[src/rtl/msd_pkg.sv]
package msd_pkg;
  typedef enum logic [1:0] {
    WIN_CTRL  = 2'd0,
    WIN_IO    = 2'd1,
    WIN_MEM16 = 2'd2,
    WIN_MEM8  = 2'd3
  } win_e;

  typedef enum logic [2:0] {
    SP_IO    = 3'd0,
    SP_ID    = 3'd1,
    SP_INT   = 3'd2,
    SP_MEM16 = 3'd3,
    SP_MEM8  = 3'd4
  } space_e;

  localparam int unsigned NUM_BE_WIN = 3;
  localparam logic [7:0]  MODE_BASE   = 8'h2B;
  localparam int unsigned MODE_STRIDE = 4;

  function automatic logic [15:0] bswap16(input logic [15:0] v);
    return {v[7:0], v[15:8]};
  endfunction
endpackage

[src/rtl/msd_cfg_regs.sv]
module msd_cfg_regs
  import msd_pkg::*;
#(
  parameter int unsigned CFG_BYTES = 88,
  parameter int unsigned CFG_AW    = 7
) (
  input  logic                   clk_i,
  input  logic                   rst_ni,
  input  logic                   cfg_we_i,
  input  logic [CFG_AW-1:0]      cfg_addr_i,
  input  logic [7:0]             cfg_wdata_i,
  input  logic [CFG_BYTES*8-1:0] cfg_table_i,
  output logic [7:0]             cfg_rdata_o,
  output logic [NUM_BE_WIN-1:0]  mode_o
);
  logic [NUM_BE_WIN-1:0] mode_q;
  logic [NUM_BE_WIN-1:0] mode_hit;
  logic [6:0]            unused_wdata;

  assign unused_wdata = cfg_wdata_i[7:1];

  for (genvar w = 0; w < NUM_BE_WIN; w++) begin : g_mode
    localparam logic [CFG_AW-1:0] MODE_ADDR = CFG_AW'(MODE_BASE + MODE_STRIDE * w);
    assign mode_hit[w] = (cfg_addr_i == MODE_ADDR);

    always_ff @(posedge clk_i or negedge rst_ni) begin
      if (!rst_ni) begin
        mode_q[w] <= 1'b0;
      end else if (cfg_we_i && mode_hit[w]) begin
        mode_q[w] <= cfg_wdata_i[0];
      end
    end
  end

  always_comb begin
    cfg_rdata_o = '0;
    if (32'(cfg_addr_i) < CFG_BYTES) begin
      cfg_rdata_o = cfg_table_i[32'(cfg_addr_i)*8 +: 8];
    end
    cfg_rdata_o[0] = cfg_rdata_o[0] | (|(mode_hit & mode_q));
  end

  assign mode_o = mode_q;
endmodule

[src/rtl/msd_lane_adj.sv]
module msd_lane_adj
  import msd_pkg::*;
(
  input  logic        be_i,
  input  logic        size16_i,
  input  logic        addr_lsb_i,
  input  logic [15:0] wdata_i,
  input  logic [15:0] rdata_i,
  output logic        addr_lsb_o,
  output logic [15:0] wdata_o,
  output logic [15:0] rdata_o
);
  logic flip_addr;
  logic swap_data;

  assign flip_addr  = be_i && !size16_i;
  assign swap_data  = be_i && size16_i;
  assign addr_lsb_o = addr_lsb_i ^ flip_addr;
  assign wdata_o    = swap_data ? bswap16(wdata_i) : wdata_i;
  assign rdata_o    = swap_data ? bswap16(rdata_i) : rdata_i;
endmodule

[src/rtl/msd_win_decode.sv]
module msd_win_decode
  import msd_pkg::*;
#(
  parameter int unsigned SLOT_W         = 2,
  parameter int unsigned IO_SLOT_LSB    = 8,
  parameter int unsigned MEM16_SLOT_LSB = 23,
  parameter int unsigned MEM8_SLOT_LSB  = 22,
  localparam int unsigned ADDR_W        = MEM16_SLOT_LSB + SLOT_W,
  localparam int unsigned OFF_W         = MEM16_SLOT_LSB
) (
  input  win_e              win_i,
  input  logic              size16_i,
  input  logic [ADDR_W-1:0] addr_i,
  output logic              legal_o,
  output logic [SLOT_W-1:0] slot_o,
  output space_e            space_o,
  output logic [OFF_W-1:0]  offset_o,
  output logic              int_hit_o,
  output logic              intno_o
);
  localparam int unsigned IO_OFF_W  = IO_SLOT_LSB - 1;
  localparam int unsigned SUB_OFF_W = IO_SLOT_LSB - 2;

  logic [1:0] sub_sel;
  assign sub_sel = addr_i[IO_SLOT_LSB-1 -: 2];

  always_comb begin
    legal_o  = 1'b1;
    slot_o   = '0;
    space_o  = SP_IO;
    offset_o = '0;
    unique case (win_i)
      WIN_CTRL: begin
        legal_o = size16_i;
      end
      WIN_IO: begin
        slot_o = addr_i[IO_SLOT_LSB +: SLOT_W];
        unique case (sub_sel)
          2'd2: begin
            space_o  = SP_ID;
            offset_o = OFF_W'(addr_i[SUB_OFF_W-1:0]);
          end
          2'd3: begin
            space_o  = SP_INT;
            offset_o = OFF_W'(addr_i[SUB_OFF_W-1:0]);
          end
          default: begin
            space_o  = SP_IO;
            offset_o = OFF_W'(addr_i[IO_OFF_W-1:0]);
          end
        endcase
      end
      WIN_MEM16: begin
        slot_o   = addr_i[MEM16_SLOT_LSB +: SLOT_W];
        space_o  = SP_MEM16;
        offset_o = OFF_W'(addr_i[MEM16_SLOT_LSB-1:0]);
      end
      default: begin
        legal_o  = !size16_i;
        slot_o   = addr_i[MEM8_SLOT_LSB +: SLOT_W];
        space_o  = SP_MEM8;
        offset_o = OFF_W'(addr_i[MEM8_SLOT_LSB-1:0]);
      end
    endcase
  end

  // acknowledge offsets 0 and 2 only
  assign int_hit_o = (space_o == SP_INT) && (offset_o[OFF_W-1:2] == '0) && !offset_o[0];
  assign intno_o   = offset_o[1];
endmodule

[src/rtl/msd_irq_ack.sv]
module msd_irq_ack #(
  parameter int unsigned SLOT_W     = 2,
  localparam int unsigned NUM_SLOTS = 1 << SLOT_W,
  localparam int unsigned NUM_LINES = 2 * NUM_SLOTS
) (
  input  logic                 fire_i,
  input  logic [SLOT_W-1:0]    slot_i,
  input  logic                 intno_i,
  input  logic [NUM_LINES-1:0] status_i,
  input  logic [NUM_LINES-1:0] edge_i,
  output logic [NUM_LINES-1:0] ack_o
);
  for (genvar s = 0; s < NUM_SLOTS; s++) begin : g_slot
    for (genvar n = 0; n < 2; n++) begin : g_line
      localparam int unsigned LINE = 2 * s + n;
      assign ack_o[LINE] = fire_i && (slot_i == SLOT_W'(s)) && (intno_i == 1'(n))
                           && status_i[LINE] && !edge_i[LINE];
    end
  end
endmodule

[src/rtl/mod_space_decoder.sv]
module mod_space_decoder
  import msd_pkg::*;
#(
  parameter int unsigned SLOT_W         = 2,
  parameter int unsigned IO_SLOT_LSB    = 8,
  parameter int unsigned MEM16_SLOT_LSB = 23,
  parameter int unsigned MEM8_SLOT_LSB  = 22,
  parameter int unsigned CTRL_AW        = 8,
  parameter int unsigned CFG_BYTES      = 88,
  parameter int unsigned CFG_AW         = 7,
  localparam int unsigned NUM_SLOTS     = 1 << SLOT_W,
  localparam int unsigned NUM_LINES     = 2 * NUM_SLOTS,
  localparam int unsigned ADDR_W        = MEM16_SLOT_LSB + SLOT_W,
  localparam int unsigned OFF_W         = MEM16_SLOT_LSB
) (
  input  logic                   clk_i,
  input  logic                   rst_ni,
  input  logic                   host_req_i,
  input  logic [1:0]             host_win_i,
  input  logic                   host_we_i,
  input  logic                   host_size16_i,
  input  logic [ADDR_W-1:0]      host_addr_i,
  input  logic [15:0]            host_wdata_i,
  output logic [15:0]            host_rdata_o,
  output logic                   ctrl_req_o,
  output logic                   ctrl_we_o,
  output logic [CTRL_AW-1:0]     ctrl_addr_o,
  output logic [15:0]            ctrl_wdata_o,
  input  logic [15:0]            ctrl_rdata_i,
  output logic                   mod_req_o,
  output logic                   mod_we_o,
  output logic                   mod_size16_o,
  output logic [SLOT_W-1:0]      mod_slot_o,
  output logic [2:0]             mod_space_o,
  output logic [OFF_W-1:0]       mod_offset_o,
  output logic [15:0]            mod_wdata_o,
  input  logic [15:0]            mod_rdata_i,
  input  logic [NUM_SLOTS-1:0]   slot_present_i,
  input  logic [NUM_LINES-1:0]   irq_status_i,
  input  logic [NUM_LINES-1:0]   irq_edge_i,
  output logic [NUM_LINES-1:0]   irq_ack_o,
  input  logic                   cfg_we_i,
  input  logic [CFG_AW-1:0]      cfg_addr_i,
  input  logic [7:0]             cfg_wdata_i,
  output logic [7:0]             cfg_rdata_o,
  input  logic [CFG_BYTES*8-1:0] cfg_table_i
);
  win_e                  win;
  logic [NUM_BE_WIN-1:0] win_mode;
  logic [3:0]            win_be_vec;
  logic                  win_be;
  logic                  addr_lsb_adj;
  logic [ADDR_W-1:0]     addr_adj;
  logic [15:0]           wdata_adj;
  logic [15:0]           rdata_raw;
  logic                  dec_legal;
  logic [SLOT_W-1:0]     dec_slot;
  space_e                dec_space;
  logic [OFF_W-1:0]      dec_offset;
  logic                  dec_int_hit;
  logic                  dec_intno;
  logic                  is_ctrl;
  logic                  mod_go;
  logic                  ctrl_go;
  logic                  ack_fire;

  assign win = win_e'(host_win_i);

  msd_cfg_regs #(
    .CFG_BYTES (CFG_BYTES),
    .CFG_AW    (CFG_AW)
  ) u_cfg (
    .clk_i       (clk_i),
    .rst_ni      (rst_ni),
    .cfg_we_i    (cfg_we_i),
    .cfg_addr_i  (cfg_addr_i),
    .cfg_wdata_i (cfg_wdata_i),
    .cfg_table_i (cfg_table_i),
    .cfg_rdata_o (cfg_rdata_o),
    .mode_o      (win_mode)
  );

  // windows without a mode bit stay little-endian
  for (genvar w = 0; w < 4; w++) begin : g_be
    if (w < NUM_BE_WIN) begin : g_has_mode
      assign win_be_vec[w] = win_mode[w];
    end else begin : g_no_mode
      assign win_be_vec[w] = 1'b0;
    end
  end
  assign win_be = win_be_vec[host_win_i];

  msd_lane_adj u_lane (
    .be_i       (win_be),
    .size16_i   (host_size16_i),
    .addr_lsb_i (host_addr_i[0]),
    .wdata_i    (host_wdata_i),
    .rdata_i    (rdata_raw),
    .addr_lsb_o (addr_lsb_adj),
    .wdata_o    (wdata_adj),
    .rdata_o    (host_rdata_o)
  );

  assign addr_adj = {host_addr_i[ADDR_W-1:1], addr_lsb_adj};

  msd_win_decode #(
    .SLOT_W         (SLOT_W),
    .IO_SLOT_LSB    (IO_SLOT_LSB),
    .MEM16_SLOT_LSB (MEM16_SLOT_LSB),
    .MEM8_SLOT_LSB  (MEM8_SLOT_LSB)
  ) u_dec (
    .win_i     (win),
    .size16_i  (host_size16_i),
    .addr_i    (addr_adj),
    .legal_o   (dec_legal),
    .slot_o    (dec_slot),
    .space_o   (dec_space),
    .offset_o  (dec_offset),
    .int_hit_o (dec_int_hit),
    .intno_o   (dec_intno)
  );

  assign is_ctrl  = (win == WIN_CTRL);
  assign ctrl_go  = host_req_i && dec_legal && is_ctrl;
  assign mod_go   = host_req_i && dec_legal && !is_ctrl && slot_present_i[dec_slot];
  assign ack_fire = mod_go && !host_we_i && dec_int_hit;

  msd_irq_ack #(
    .SLOT_W (SLOT_W)
  ) u_ack (
    .fire_i   (ack_fire),
    .slot_i   (dec_slot),
    .intno_i  (dec_intno),
    .status_i (irq_status_i),
    .edge_i   (irq_edge_i),
    .ack_o    (irq_ack_o)
  );

  always_comb begin
    rdata_raw = '0;
    if (!host_we_i) begin
      if (ctrl_go) begin
        rdata_raw = ctrl_rdata_i;
      end else if (mod_go) begin
        rdata_raw = mod_rdata_i;
      end
    end
  end

  assign ctrl_req_o   = ctrl_go;
  assign ctrl_we_o    = host_we_i;
  assign ctrl_addr_o  = host_addr_i[CTRL_AW-1:0];
  assign ctrl_wdata_o = wdata_adj;

  assign mod_req_o    = mod_go;
  assign mod_we_o     = host_we_i;
  assign mod_size16_o = host_size16_i;
  assign mod_slot_o   = dec_slot;
  assign mod_space_o  = dec_space;
  assign mod_offset_o = dec_offset;
  assign mod_wdata_o  = wdata_adj;
endmodule

[config.mk]
export PLATFORM = sky130hd
export DESIGN_NAME = mod_space_decoder
export DESIGN_NICKNAME = d
export VERILOG_FILES = /design/src/rtl/msd_pkg.sv /design/src/rtl/msd_cfg_regs.sv /design/src/rtl/msd_lane_adj.sv /design/src/rtl/msd_win_decode.sv /design/src/rtl/msd_irq_ack.sv /design/src/rtl/mod_space_decoder.sv
export SDC_FILE = /design/constraint.sdc
export NUM_CORES = 1
export LEC_CHECK = 0
export ABC_AREA = 1
export BUFFER_PORTS_ARGS = -buffer_cell sky130_fd_sc_hd__buf_4
export CAP_MARGIN = 5
export CORE_AREA = 2 2 356 358
export DETAILED_ROUTE_END_ITERATION = 12
export DIE_AREA = 0 0 358 360
export GPL_ROUTABILITY_DRIVEN = 0
export SLEW_MARGIN = 20
export SYNTH_ARGS = -nofsm -noshare
export SYNTH_HDL_FRONTEND = slang
export SYNTH_SLANG_ARGS = --single-unit
[constraint.sdc]
create_clock -name clk_i -period 2.1 [get_ports clk_i]
set_clock_uncertainty 0.2 [all_clocks]
set_input_delay 0.105 -clock clk_i [delete_from_list [all_inputs] [get_ports clk_i]]
set_output_delay 0.105 -clock clk_i [all_outputs]
set_load 0.02 [all_outputs]
==> run metrics, run 1 <==
worst-path fanout max 8; Rel. slew slack 68.0%; failing checks setup timing; share of cells above drive strength 1 43.9%; Design Power 0.00541 W; worst reg2reg startpoint u_cfg.mode_o[0]$_DFFE_PN0P_; CTS tree yes; post-synthesis async set-or-reset flop share 100%; total track usage 15.0%; EDFF count, synth 0; Mean Syn Cell Area 4.27 sq um; Clock Sinks 3; status complete, but fails checks; CP arrival 2.06 ns; Highest Clock Rate 422 MHz; starting density of the core 7.85%; final hold slack 0.00972 ns; max reg flops 3; Hold Startpoint cfg_we_i; element type at the critical path start primary input; antenna violations before repair 37; DRT iter0 DRCs 1742; fin crit share 113%; flops & latches, synth 3; Routed Wire Length 106000 um; setup slack after layout -0.267 ns; Max Slew Vio Count 0; nets 4154; clk slew on worst S/H paths 0.03 ns; proportion of synthesized chip area in sequential cells 0.766%; max_cap viols 0; Yosys Warn Count 0; post-DR vias/cell 3.87; htree depth 1; Mapped Cells 2296; design area 22700 sq um; top cells by area, synth nand2_1 39%, inv_1 11%, nor2_1 10%; maximum vdd drop 0.000171 V; vias in the first global route 18400; critical path class in -> out; Pleak 12.4 nW; Setup crit start cfg_addr_i[0]; Synth top area share 39.1%; Mapped Area 9810 sq um; biggest area consumer among synthesized cells nand2_1; die area 129000 sq um; num rows 130; root buffer cell clkbuf_16; Yosys cell types 31; worst slew pin tran 0.478 ns; Final Critical Period 2.37 ns; setup TNS -2.15 ns; unrepaired setup endpoints after global routing yes; Clock Path Buffers 2; Core ar. 125000 sq um; CTS Buf Count 3; largest net degree at the start of global routing 44; TritonRoute pass-1 iters 6; most common library cell in the layout ignoring fill and taps buf_4; Worst EP required 1.79 ns; first-pass GRT wire length 137000 um; Most used DFF post-synth dfrtp_1; Ports 925; Hold Path Class in -> reg; commonest cells after routing, fill and taps aside 1067 x buf_4, 920 x nand2_1, 285 x inv_1, 227 x nor2_1, 179 x nand3_1; Post-DRT Antenna Nets 0; dpl hpwl 87100 um; Remaining DRCs 0; die height 360 um; flop2flop setup slack 1.02 ns; IO buf count 917; area of placed instances 19900 sq um; CP Capture Type primary output; Layout Area Growth over Synthesis 131%; grt ovf 0; Final Hold Violating Endpoints 0; syn nets 3121; Vias 19300; # setup viols final 23; PwrDens 238 nW/um^2; wire length per cell 21.2 um; clock latency at the later pin of the worst-skew pair 0.22 ns; Die X 358 um
[cell families (layout without fill, tap and decap cells)]
family | after synthesis | count (layout) | share of synthesized area, %
adder cells (fa/ha/maj) | 5 | 5 | 0.638
flip-flops | 3 | 3 | 0.765
buffers and inverters | 479 | 1511 | 21.1
other | 0 | 10 | 0
AO/OA/AOI/OAI | 264 | 264 | 14.3
AND/OR/NAND/NOR | 1545 | 1545 | 63.2
[final timing paths]
path / end / depth (start not counted)
setup / recovery: cfg_rdata_o[2] / 12
hold / removal: u_cfg.mode_o[1]$_DFFE_PN0P_ / 3
setup reg to reg: u_cfg.mode_o[0]$_DFFE_PN0P_ / 4
hold reg to reg: u_cfg.mode_o[2]$_DFFE_PN0P_ / 2
max in group asynchronous: u_cfg.mode_o[0]$_DFFE_PN0P_ / 2
min in group asynchronous: u_cfg.mode_o[2]$_DFFE_PN0P_ / 2
[metal layers]
layer  track usage [%]  wire length [um]  vias up
li1                  -                 -     9132
met1              19.2             44000     8845
met2              25.7             49600     1098
met3              3.49              9130      184
met4              2.66              2650       28
met5                 0               167        -
[through the flow]
stage,util [%],cells,setup slack (ns)
after floorplan,-,2296,-0.0143
after global placement,16.0,4904,-0.974
after detailed placement,16.0,4904,-0.927
after CTS,17.3,4958,-0.294
after global routing,18.1,4987,-0.341
final,18.2,4988,-0.267
[what timing repair did]
action	4_1_cts	5_1_grt
hold endpoints to repair	5	0
endpoints found under the setup margin	65	56
pin swaps	71	114
gates cloned	19	12
hold buffers	2	0
resized for setup	251	237
buffers inserted	30	12
[critical path, stage by stage]
cell	delay, ns
buf_16	0.16
clkinv_16	0.12
buf_16	0.17
buf_16	0.16
buf_16	0.15
o21ai_2	0.10
o22ai_1	0.08
o211ai_1	0.41
nand2_1	0.17
nand2_4	0.17
nand2_4	0.08
buf_6	0.13
[cell usage after synthesis, types with 2 or more instances]
master	n
nor2_2	4
o211ai_1	12
buf_4	39
nand2_1	1021
nand4_1	33
o21ai_0	195
o221ai_1	5
buf_2	91
nand3_1	203
a21oi_1	23
ha_1	5
nand2_2	3
nand3b_1	2
clkbuf_1	43
nand3_2	4
nor2_1	271
o21ai_1	6
clkinv_1	3
inv_1	292
buf_1	6
o22ai_1	21
dfrtp_1	3
inv_2	3
[final cells by class]
| type | instances | area, sq um |
|---|---|---|
| inverter | 299 | 1160 |
| sequential | 3 | 75.1 |
| tap | 1650 | 2060 |
| antenna | 10 | 25.0 |
| timing repair buffer | 1207 | 10600 |
| timing repair inverter | 1 | 16.3 |
| fill | 14400 | 102000 |
| clock buffer | 4 | 78.8 |
| multi-input combinational | 1814 | 8690 |
[power by group]
group | internal [W] | switching (W)
Clock | 0.000251 | 0.0000523
Sequential | 0.0000629 | 0.00000583
Combinational | 0.00244 | 0.00259
Power figures use the tool's default switching activity.
==> inputs of run 2 (changes only) <==
Settings changed: CORE_AREA 2 2 356 358 to 3 3 357 359, DIE_AREA 0 0 358 360 to 0 0 360 362.
==> run metrics, run 2 (synthesized netlist as in run 1, its figures left out) <==
# setup viols final 26; flop2flop setup slack 1.02 ns; final hold slack 0.0315 ns; CP Capture Type primary output; dpl hpwl 91700 um; antenna violations before repair 32; root buffer cell clkbuf_16; maximum vdd drop 0.000104 V; htree depth 1; Clock Path Buffers 2; most common library cell in the layout ignoring fill and taps buf_4; Highest Clock Rate 438 MHz; num rows 129; Final Hold Violating Endpoints 0; clk slew on worst S/H paths 0.03 ns; first-pass GRT wire length 149000 um; Core ar. 124000 sq um; PwrDens 239 nW/um^2; die area 130000 sq um; unrepaired setup endpoints after global routing yes; Layout Area Growth over Synthesis 141%; Vias 19400; Max Slew Vio Count 0; starting density of the core 7.90%; IO buf count 917; Pleak 12.8 nW; Setup crit end cfg_rdata_o[5]; register area 75.1 sq um; setup slack after layout -0.184 ns; vias in the first global route 18800; multi-input logic area 8860 sq um; Reg2Reg Depth 4; CP arrival 1.98 ns; fin crit share 109%; Final Critical Period 2.28 ns; share of cells above drive strength 1 45.6%; critical path class in -> out; Rel. slew slack 58.6%; max reg flops 3; TritonRoute pass-1 iters 6; Worst EP required 1.79 ns; Die X 360 um; nets 4207; post-DR vias/cell 3.86; worst slew pin tran 0.618 ns; RR Endpoint u_cfg.mode_o[0]$_DFFE_PN0P_; fillers 14200; DRT iter0 DRCs 1561; Ports 925; grt ovf 0; element type at the critical path start primary input; Post-DRT Antenna Nets 0; Routed Wire Length 114000 um; Remaining DRCs 0; largest net degree at the start of global routing 49; Clock Sinks 3; commonest cells after routing, fill and taps aside 1086 x buf_4, 914 x nand2_1, 282 x inv_1, 212 x nor2_1, 171 x nand3_1; Hold Path Class in -> reg; Hold Startpoint cfg_we_i; CTS tree yes; wire length per cell 22.8 um; max_cap viols 0; CTS Buf Count 3; clock latency at the later pin of the worst-skew pair 0.22 ns; total track usage 16.3%; area of placed instances 20200 sq um; die height 362 um; failing checks setup timing; status complete, but fails checks; worst reg2reg startpoint u_cfg.mode_o[0]$_DFFE_PN0P_; design area 23600 sq um; Setup crit start cfg_addr_i[1]; worst-path fanout max 9
## run 2: cell types whose count changed in the layout (fill, tap and decap cells not counted), moves of 5 or more
cell / delta
buf_12: +17
buf_16: +9
buf_4: +19
buf_6: +8
clkbuf_16: -9
nand2_1: -6
nand3_1: -8
nand3_2: +5
nor2_1: -15
nor2_2: +5
nor2_4: +10
## run 2: layout make-up
type / count / share of cell area (%)
Multi-Input combinational cell: 1814 / 37.5
Timing Repair inverter: 5 / 0.371
Inverter: 299 / 5.01
Timing Repair Buffer: 1256 / 47.6
Antenna cell: 13 / 0.138
Tap cell: 1637 / 8.67
Sequential cell: 3 / 0.318
Clock buffer: 4 / 0.334
## run 2: power breakdown
| group | switching (W) | internal (W) |
|---|---|---|
| combinational | 0.00270 | 0.00258 |
| sequential | 0.00000547 | 0.0000630 |
| clock | 0.0000499 | 0.000250 |
## run 2: worst min-delay path by stage
stage	end	cells after the start
after floorplan	u_cfg.mode_o[0]$_DFFE_PN0P_	0
after global placement	u_cfg.mode_o[0]$_DFFE_PN0P_	1
after detailed placement	u_cfg.mode_o[0]$_DFFE_PN0P_	1
after CTS	u_cfg.mode_o[2]$_DFFE_PN0P_	3
after global routing	u_cfg.mode_o[2]$_DFFE_PN0P_	3
final	u_cfg.mode_o[2]$_DFFE_PN0P_	3
## run 2: routing by layer
metal	wire length (um)	vias to the layer above	track usage (%)
met3	7820	149	2.93
met2	56200	1065	28.8
met1	47800	8954	20.6
met5	116	-	0
li1	-	9239	-
met4	2490	18	3.70
## run 2: metrics by stage
stage               setup TNS, ns  utilization (%)  total power, W  worst slack, ns  cells
floorplan                 -0.0574                -         0.00171          -0.0143   2296
global placement            -9.93             16.2         0.00446           -0.920   4919
detailed placement          -9.67             16.3         0.00446           -0.860   4920
CTS                         -1.63             18.4         0.00552           -0.249   5009
global route                -3.73             19.0         0.00607           -0.305   5023
finish                      -1.84             19.0         0.00565           -0.184   5031
## run 2: timing repair
item / CTS / global route
endpoints found under the setup margin: 65 / 65
gates cloned: 32 / 3
hold buffers: 2 / 0
hold endpoints to repair: 6 / 0
resized for setup: 376 / 202
setup buffers: 54 / 11
pin swaps: 89 / 94
## run 2: worst max-delay path: stages
cell and delay (ns):
clkbuf_16 0.17, buf_16 0.20, buf_16 0.16, buf_12 0.12, buf_12 0.12, o21ai_1 0.07
o221ai_1 0.18, o211ai_1 0.26, nand2_2 0.21, nand2_4 0.10, nand2_4 0.11, buf_6 0.12
